### src/rtl/tsi_pkg.sv
`timescale 1ns/1ps
package tsi_pkg;
    // Serial byte width; one stream is fetched per bit cycle, so it equals the stream count.
    localparam int unsigned BYTE_W  = 8;
    localparam int unsigned CMH_W   = 3;
    // Control word field positions.
    localparam int unsigned CMH_OE  = 0;
    localparam int unsigned CMH_CTL = 1;
    localparam int unsigned CMH_MSG = 2;
endpackage

### src/rtl/tsi_slot_timer.sv
`timescale 1ns/1ps
module tsi_slot_timer #(
    parameter  int unsigned BYTE_W   = 8,
    parameter  int unsigned CHANNELS = 32,
    localparam int unsigned BIT_W    = $clog2(BYTE_W),
    localparam int unsigned CHAN_W   = $clog2(CHANNELS)
) (
    input  logic              clk,
    input  logic              rst_n,
    input  logic              frame_pulse,
    output logic [BIT_W-1:0]  bit_idx,
    output logic [CHAN_W-1:0] chan_idx,
    output logic              slot_end,
    output logic              realign
);
    localparam logic [BIT_W-1:0]  BIT_LAST  = BIT_W'(BYTE_W - 1);
    localparam logic [CHAN_W-1:0] CHAN_LAST = CHAN_W'(CHANNELS - 1);

    typedef struct packed {
        logic [BIT_W-1:0]  bitc;
        logic [CHAN_W-1:0] chan;
    } tmr_t;

    tmr_t tmr_d, tmr_q;
    logic frame_end;

    always_comb begin
        tmr_d     = tmr_q;
        slot_end  = (tmr_q.bitc == BIT_LAST);
        frame_end = slot_end && (tmr_q.chan == CHAN_LAST);
        realign   = frame_pulse && !frame_end;
        if (frame_pulse) begin
            tmr_d.bitc = '0;
            tmr_d.chan = '0;
        end else if (slot_end) begin
            tmr_d.bitc = '0;
            tmr_d.chan = (tmr_q.chan == CHAN_LAST) ? '0 : tmr_q.chan + 1'b1;
        end else begin
            tmr_d.bitc = tmr_q.bitc + 1'b1;
        end
    end

    always_ff @(posedge clk or negedge rst_n) begin
        if (!rst_n) tmr_q <= '0;
        else        tmr_q <= tmr_d;
    end

    assign bit_idx  = tmr_q.bitc;
    assign chan_idx = tmr_q.chan;
endmodule

### src/rtl/tsi_fetch.sv
`timescale 1ns/1ps
module tsi_fetch
    import tsi_pkg::*;
#(
    parameter  int unsigned STREAMS  = 8,
    parameter  int unsigned CHANNELS = 32,
    localparam int unsigned STREAM_W = $clog2(STREAMS),
    localparam int unsigned CHAN_W   = $clog2(CHANNELS)
) (
    input  logic [STREAM_W-1:0] slot_bit,
    input  logic [CHAN_W-1:0]   chan_idx,
    input  logic                global_msg,
    input  logic [CMH_W-1:0]    cmh_rdata,
    input  logic [BYTE_W-1:0]   cml_rdata,
    input  logic [BYTE_W-1:0]   dm_rdata,
    output logic [STREAM_W-1:0] rd_stream,
    output logic [CHAN_W-1:0]   rd_chan,
    output logic [STREAM_W-1:0] dm_stream,
    output logic [CHAN_W-1:0]   dm_chan,
    output logic [BYTE_W-1:0]   fetch_byte,
    output logic                fetch_drive,
    output logic                fetch_ctl
);
    localparam logic [CHAN_W-1:0] CHAN_LAST = CHAN_W'(CHANNELS - 1);

    logic msg_eff;

    always_comb begin
        // Look one slot ahead: bit b of slot s fetches stream b of slot s+1.
        rd_stream   = slot_bit;
        rd_chan     = (chan_idx == CHAN_LAST) ? '0 : chan_idx + 1'b1;
        dm_stream   = cml_rdata[BYTE_W-1 -: STREAM_W];
        dm_chan     = cml_rdata[CHAN_W-1:0];
        msg_eff     = cmh_rdata[CMH_MSG] | global_msg;
        fetch_drive = cmh_rdata[CMH_OE]  | global_msg;
        fetch_ctl   = cmh_rdata[CMH_CTL];
        fetch_byte  = msg_eff ? cml_rdata : dm_rdata;
    end
endmodule

### src/rtl/tsi_out_lane.sv
`timescale 1ns/1ps
module tsi_out_lane #(
    parameter int unsigned BYTE_W = 8
) (
    input  logic              clk,
    input  logic              rst_n,
    input  logic              stage_we,
    input  logic              load,
    input  logic              clear,
    input  logic              ode,
    input  logic [BYTE_W-1:0] byte_in,
    input  logic              drive_in,
    input  logic              ctl_in,
    output logic              sdo,
    output logic              sdo_oe,
    output logic              ctl
);
    typedef struct packed {
        logic [BYTE_W-1:0] stage_byte;
        logic              stage_drive;
        logic              stage_ctl;
        logic [BYTE_W-1:0] shift;
        logic              drive;
        logic              ctl;
    } lane_t;

    lane_t lane_d, lane_q;
    logic [BYTE_W-1:0] src_byte;
    logic              src_drive;
    logic              src_ctl;

    always_comb begin
        lane_d = lane_q;
        // A write in the loading cycle bypasses the stage register.
        src_byte  = stage_we ? byte_in  : lane_q.stage_byte;
        src_drive = stage_we ? drive_in : lane_q.stage_drive;
        src_ctl   = stage_we ? ctl_in   : lane_q.stage_ctl;
        if (stage_we) begin
            lane_d.stage_byte  = byte_in;
            lane_d.stage_drive = drive_in;
            lane_d.stage_ctl   = ctl_in;
        end
        if (clear) begin
            lane_d.shift = '0;
            lane_d.drive = 1'b0;
            lane_d.ctl   = 1'b0;
        end else if (load) begin
            lane_d.shift = src_byte;
            lane_d.drive = src_drive;
            lane_d.ctl   = src_ctl;
        end else begin
            lane_d.shift = {lane_q.shift[BYTE_W-2:0], 1'b0};
        end
    end

    always_ff @(posedge clk or negedge rst_n) begin
        if (!rst_n) lane_q <= '0;
        else        lane_q <= lane_d;
    end

    assign sdo    = lane_q.shift[BYTE_W-1];
    assign sdo_oe = lane_q.drive & ode;
    assign ctl    = lane_q.ctl;
endmodule

### src/rtl/tsi_out_ctrl.sv
`timescale 1ns/1ps
module tsi_out_ctrl
    import tsi_pkg::*;
#(
    parameter  int unsigned STREAMS  = 8,
    parameter  int unsigned CHANNELS = 32,
    localparam int unsigned STREAM_W = $clog2(STREAMS),
    localparam int unsigned CHAN_W   = $clog2(CHANNELS)
) (
    input  logic                clk,
    input  logic                rst_n,
    input  logic                frame_pulse,
    input  logic                global_msg,
    input  logic                out_drive_en,
    output logic [STREAM_W-1:0] cm_rd_stream,
    output logic [CHAN_W-1:0]   cm_rd_chan,
    input  logic [CMH_W-1:0]    cmh_rdata,
    input  logic [BYTE_W-1:0]   cml_rdata,
    output logic [STREAM_W-1:0] dm_rd_stream,
    output logic [CHAN_W-1:0]   dm_rd_chan,
    input  logic [BYTE_W-1:0]   dm_rdata,
    output logic [STREAMS-1:0]  sdo,
    output logic [STREAMS-1:0]  sdo_oe,
    output logic [STREAMS-1:0]  ctl_out
);
    localparam int unsigned BIT_W = $clog2(BYTE_W);

    logic [BIT_W-1:0]   bit_idx;
    logic [CHAN_W-1:0]  chan_idx;
    logic               slot_end;
    logic               realign;
    logic [BYTE_W-1:0]  fetch_byte;
    logic               fetch_drive;
    logic               fetch_ctl;
    logic [STREAMS-1:0] lane_we;

    tsi_slot_timer #(
        .BYTE_W   (BYTE_W),
        .CHANNELS (CHANNELS)
    ) timer_i (
        .clk         (clk),
        .rst_n       (rst_n),
        .frame_pulse (frame_pulse),
        .bit_idx     (bit_idx),
        .chan_idx    (chan_idx),
        .slot_end    (slot_end),
        .realign     (realign)
    );

    tsi_fetch #(
        .STREAMS  (STREAMS),
        .CHANNELS (CHANNELS)
    ) fetch_i (
        .slot_bit    (bit_idx),
        .chan_idx    (chan_idx),
        .global_msg  (global_msg),
        .cmh_rdata   (cmh_rdata),
        .cml_rdata   (cml_rdata),
        .dm_rdata    (dm_rdata),
        .rd_stream   (cm_rd_stream),
        .rd_chan     (cm_rd_chan),
        .dm_stream   (dm_rd_stream),
        .dm_chan     (dm_rd_chan),
        .fetch_byte  (fetch_byte),
        .fetch_drive (fetch_drive),
        .fetch_ctl   (fetch_ctl)
    );

    for (genvar g = 0; g < STREAMS; g++) begin : g_lane
        assign lane_we[g] = (bit_idx == BIT_W'(g));

        tsi_out_lane #(
            .BYTE_W (BYTE_W)
        ) lane_i (
            .clk      (clk),
            .rst_n    (rst_n),
            .stage_we (lane_we[g]),
            .load     (slot_end),
            .clear    (realign),
            .ode      (out_drive_en),
            .byte_in  (fetch_byte),
            .drive_in (fetch_drive),
            .ctl_in   (fetch_ctl),
            .sdo      (sdo[g]),
            .sdo_oe   (sdo_oe[g]),
            .ctl      (ctl_out[g])
        );
    end
endmodule

### config.mk
export PLATFORM = sky130hd
export DESIGN_NAME = tsi_out_ctrl
export DESIGN_NICKNAME = d
export VERILOG_FILES = /design/src/rtl/tsi_pkg.sv /design/src/rtl/tsi_slot_timer.sv /design/src/rtl/tsi_fetch.sv /design/src/rtl/tsi_out_lane.sv /design/src/rtl/tsi_out_ctrl.sv
export SDC_FILE = /design/constraint.sdc
export NUM_CORES = 1
export LEC_CHECK = 0
export BUFFER_PORTS_ARGS = -buffer_cell sky130_fd_sc_hd__buf_4
export CELL_PAD_IN_SITES_DETAIL_PLACEMENT = 1
export CELL_PAD_IN_SITES_GLOBAL_PLACEMENT = 1
export CORE_ASPECT_RATIO = 0.8
export CORE_UTILIZATION = 47
export DETAILED_ROUTE_END_ITERATION = 7
export GPL_ROUTABILITY_DRIVEN = 0
export PLACE_DENSITY = 0.83
export RECOVER_POWER = 50
export SETUP_SLACK_MARGIN = 0.15
export SYNTH_ARGS = -nofsm -noshare
export SYNTH_HDL_FRONTEND = slang
export SYNTH_SLANG_ARGS = --single-unit
### constraint.sdc
create_clock -name clk -period 2.4 [get_ports clk]
set_input_delay 0.48 -clock clk [delete_from_list [all_inputs] [get_ports clk]]
set_output_delay 0.48 -clock clk [all_outputs]
set_load 0.02 [all_outputs]
* Word-level counts from Yosys, hierarchy flattened
Cells that the tools add are included.
** Storage, ports and cells
- Input port bits :: 24
- Bits in registers :: 158
- Output and inout bits :: 40
** Cells by class
- Reductions and logical operators :: 6
- Equality and inequality tests :: 8
- Bitwise operators :: 10
- Muxes and demuxes :: 50
- Add/sub/neg operators :: 2
** Operators by type and width (number)
- $mux W8 :: 17
- $mux W10 :: 8
- $mux W2 :: 8
- $mux W1 :: 14
- $eq A3 B3 Y1 const B :: 4
- $mux W5 :: 2
- $and A1 B1 Y1 :: 8
- $eq A3 B2 Y1 const B :: 2
- $add A5 B1 Y5 const B :: 1
- $eq A5 B5 Y1 const B :: 1
- $reduce_bool A2 Y1 :: 2
- $add A3 B1 Y3 const B :: 1
- $eq A3 B1 Y1 const B :: 1
- $logic_not A3 Y1 :: 1
- $mux W3 :: 1
- $logic_and A1 B1 Y1 :: 2
- $or A1 B1 Y1 :: 2
- $logic_not A1 Y1 :: 1

* Depth between registers and ports, before layout
- Word-level depth :: 5
- Gate-level depth with buffers :: 9
- Mapped depth without buffers :: 6

* Cells and area by module
Synthesis repeated with hierarchy kept, for this count alone.
** Second synthesis, totals
- Cells, all modules :: 501
- Area, all modules :: 7517.2 um^2
** By module, submodules not included
- tsi_out_lane :: area an instance 847.1 um^2, cells each 53, times used 8, seq. area each 500.5 um^2
- tsi_slot_timer :: area an instance 404.1 um^2, cells each 37, times used 1, seq. area each 200.2 um^2
- tsi_fetch :: area an instance 271.5 um^2, cells each 32, times used 1, seq. area each 0.0 um^2
- tsi_out_ctrl :: area an instance 65.1 um^2, cells each 8, times used 1, seq. area each 0.0 um^2

* Worst setup path after synthesis
OpenSTA, ideal clock, no wires.
- Kind :: register to register
- Start point :: register timer_i.tmr_q, in the netlist timer_i.bit_idx[2]
- End point :: register g_lane[3].lane_i.lane_q[5] (netlist bit)
- Buffers on the path :: 3
- Data required time :: 2.316 ns
- Cell stages (with the launch flop) :: 9
- Setup time :: 0.084 ns
- Period minus slack after synthesis :: 1.942 ns
- Arrival time :: 1.859 ns
- Slack :: 0.458 ns
- Path through :: dfrtp_1 buf_6 clkbuf_1 inv_1 ha_1 clkbuf_1 nor2b_1 a31oi_1 o21ai_0
** RTL lines
- start: declaration :: line tsi_slot_timer.sv:24 : tmr_t tmr_d, tmr_q;
- start signal: assignment :: line tsi_slot_timer.sv:45 : else tmr_q <= tmr_d;
- end signal: assignment :: line tsi_out_lane.sv:58 : else lane_q <= lane_d;
- end: declaration :: line tsi_out_lane.sv:27 : lane_t lane_d, lane_q;

* Worst setup path in the final report
- Start point :: register timer_i.tmr_q, in the netlist timer_i.chan_idx[0]
- End point :: output port cm_rd_chan[0]
** Between the ends
- Cells in the longest elaborated chain, start to end :: 2
** RTL lines
- $add A5 B1 Y5 / $eq A5 B5 Y1 (equally long branches) :: line tsi_fetch.sv:31 : rd_chan = (chan_idx == CHAN_LAST) ? '0 : chan_idx + 1'b1;
- $mux W5 * :: line tsi_fetch.sv:31
- end: declaration :: line tsi_out_ctrl.sv:16 : output logic [CHAN_W-1:0] cm_rd_chan,
Mark *: on every way between the ends. The rest lies on a longest branch, timed or not.

==> metrics.md <==
| Metric | Value |
|---|---|
| Status | `finished clean` |
| Initial antenna violation count | `0` |
| # fillers | `1442` |
| Worst clock skew | `0.00615 ns` |
| Finished Layout Cells | `822` |
| Initial cell density of the core | `48.3%` |
| Port Buf Inserts | `63` |
| Worst reg2reg path depth | `5` |
| Total GRT Usage | `24.7%` |
| Hold Path Depth | `2` |
| Fin. Hold Viols | `0` |
| Share of layout cells above drive strength 1 | `19.9%` |
| Part of the Yosys area used for sequential elements | `60.5%` |
| Die Area | `0.0144 sq mm` |
| Cells after DPL | `785` |
| Vias in the first global route | `5156` |
| Critical path class | `reg -> out` |
| HPWL after DPL | `10.1 mm` |
| Post-synth EDFFs | `0` |
| Post-layout worst setup margin | `0.194 ns` |
| Area grow syn2layout | `17.6%` |
| Endpoints failing setup | `0` |
| Delay-heaviest family, CP | `adder cells` |
| Routed wl met3 | `748 microns` |
| Tmin final | `2.21 ns` |
| Crit-path cells | `ha_1 -> and3_1 -> ha_4 -> nor2_2 -> buf_4` |
| # IOs | `64` |
| Worst-margin pin slew | `1.25 ns` |
| Number of core rows | `38` |
| Worst slack, placed | `0.143 ns` |
| TritonRoute pass-1 iters | `5` |
| Count of cell types in the netlist | `36` |
| Cts bufs inserted | `17` |
| RSZ-0062 raised after global routing | `true` |
| Max clock buf depth | `2` |
| Setup Total Neg Slack | `0 ns` |
| Synth Cell Area | `0.00654 sq mm` |
| CTS root buf | `clkbuf_16` |
| First-pass GRT wire length | `26.7 mm` |
| ANT cells | `0` |
| Core area | `0.0136 sq mm` |
| Final Cycle Share | `91.9%` |
| Leakage power | `3.57 nW` |
| Mapped Cells | `590` |
| Buf+Inv Stages, Crit Path | `1` |
| Reg clk slew, reported paths | `0.06 ns` |
| Top_reg_cell synth | `dfrtp_1` |
| Total gr overflow | `0` |
| Vias per inst | `5.77` |
| DR iter-0 viols | `286` |
| Max Used Layer | `met4` |
| Crit end category | `output pin` |
| #FFs+latches synth | `158` |
| Worst Setup Start Kind | `flop` |
| Routed len/inst | `19.9 microns` |
| Mapped Nets | `622` |
| Pwr dens | `907 mW/mm^2` |
| Worst-skew pair later-pin latency | `0.43 ns` |
| Max Fclk | `0.453 GHz` |
| H-tree depth | `4` |
| Crit path max fanout | `7` |
| VDD IR max | `550 uV` |
| CTS tree | `built` |
| DR vias | `4742` |
| DIE WIDTH | `134 microns` |
| Synth warn | `0` |
| DR DRC count | `0` |
| Largest net degree at the start of global routing | `73` |
| Syn avg cell area | `11.1 sq um` |
| Final WL | `16.4 mm` |
| CP Data Required Time | `1.92 ns` |
| Relative slew slack | `16.6%` |
| Hold Path Class | `in -> reg` |
| Synth async-reset ratio | `100%` |
| Met2 WL | `7.95 mm` |
| Clk sinks | `158` |
| Post-Route M1 WL | `7.33 mm` |
| Arr. time, crit path | `1.73 ns` |
| DRT antenna net count | `0` |
| MaxCap Viol Count | `0` |
| WP depth | `5` |
| Nets | `661` |
| Crit-path slowest cell | `dfrtp_1` |
| CP peak stage delay | `0.39 ns` |
| Pins over their slew limit | `0` |
| Die H | `108 microns` |
-- area by class of cell --
cell class              count  area, sq um  area share (%)
repair buffers             93          697            9.06
clock buffers              28          557            7.24
flip-flops and latches    158         3950            51.4
inverters                  11         41.3           0.537
clock inverters             4         70.1           0.911
well taps                 180          225            2.93
multi-input cells         348         2140            27.9
-- where the power goes --
part / leakage [nW] / total [mW] / internal [mW] / switching, mW
combinational: 1.22 / 0.891 / 0.291 / 0.600
sequential: 2.03 / 3.25 / 3.10 / 0.147
clock: 0.313 / 2.83 / 1.78 / 1.05
total: 3.57 / 6.97 / 5.18 / 1.80
-- sequential cells by signal, summed over array words and instances (netlist names) --
register,cells
g_lane.lane_i.lane_q,134
g_lane.lane_i.ctl,8
g_lane.lane_i.sdo,8
timer_i.chan_idx,5
timer_i.bit_idx,3
-- per-stage QoR --
step / area [sq um] / power, mW / hold slack, ns / utilization (%)
after floorplan: 6540 / 3.82 / 0.184 / -
after global placement: 7060 / 4.08 / 0.383 / 52.1
after detailed placement: 7060 / 4.19 / 0.382 / 52.1
after CTS: 7740 / 7.03 / 0.369 / 57.1
after global routing: 7690 / 7.27 / 0.382 / 56.7
final: 7690 / 6.97 / 0.389 / 56.7
-- path summary, 6_finish.rpt --
kind,from,end,slack [ns]
min in group asynchronous,rst_n,g_lane[0].lane_i.ctl,0.67
worst min register to register,g_lane[1].lane_i.lane_q[2],g_lane[1].lane_i.lane_q[3],0.46
worst min-delay path,cmh_rdata[1],g_lane[7].lane_i.ctl,0.39
worst max-delay path,timer_i.chan_idx[0],cm_rd_chan[0],0.19
worst max register to register,timer_i.bit_idx[1],g_lane[1].lane_i.lane_q[6],0.33
max in group asynchronous,rst_n,g_lane[3].lane_i.lane_q[18],0.41
-- layout by cell type, fill, tap and decap left out, drive strengths merged, types with 3 or more instances in the layout --
cell type / netlist / layout
and2: 8 / 8
dfrtp: 158 / 158
nand4: 3 / 3
mux2: 7 / 7
ha: 8 / 8
nor2: 23 / 23
a32o: 9 / 9
a311oi: 3 / 3
clkbuf: 17 / 45
mux2i: 17 / 17
nand2b: 5 / 5
o221ai: 44 / 44
inv: 11 / 11
o21ai: 63 / 63
a21oi: 21 / 21
nor3b: 7 / 7
a211oi: 4 / 4
nand2: 97 / 97
nand3: 6 / 6
nor2b: 6 / 6
a31oi: 9 / 9
buf: 56 / 75
-- Yosys cell counts (5+ instances only) --
cell type / instances / area, sq um
and2_1: 8 / 50.1
nand2b_1: 5 / 31.3
mux2_2: 7 / 78.8
dfrtp_1: 158 / 3950
nand2_1: 96 / 360
o221ai_1: 44 / 385
o21ai_0: 63 / 315
nand3_1: 6 / 30.0
a21oi_1: 21 / 105
nor2_1: 22 / 82.6
a31oi_1: 9 / 56.3
nor3b_1: 7 / 52.6
nor2b_1: 6 / 37.5
mux2i_1: 17 / 170
inv_1: 11 / 41.3
ha_1: 8 / 100
buf_2: 18 / 90.1
a32o_1: 9 / 90.1
buf_4: 35 / 263
clkbuf_1: 17 / 63.8
-- per-layer routing --
| layer | GRT usage [%] | up-vias |
|---|---|---|
| met5 | 0 | - |
| met2 | 39.4 | 125 |
| met4 | 10.3 | 0 |
| li1 | - | 2133 |
| met3 | 6.12 | 23 |
| met1 | 32.3 | 2461 |
-- logic make-up after synthesis --
kind of cell    synth area share [%]
buf+inv                         7.29
fa+ha+maj                       1.53
mux                             3.81
flops                           60.5
xor+xnor                       0.268
compound gates                  15.9
simple gates                    10.8
-- timing repair --
item / in CTS / in global routing
hold endpoints to repair: 31 / 0
hold buffers: 1 / 0
pin swaps: 1 / 2
setup buffers: 2 / 2
gates cloned: 0 / 0
setup endpoints to repair: 8 / 29
resized for setup: 6 / 4
(Power assumes the default switching activity.)
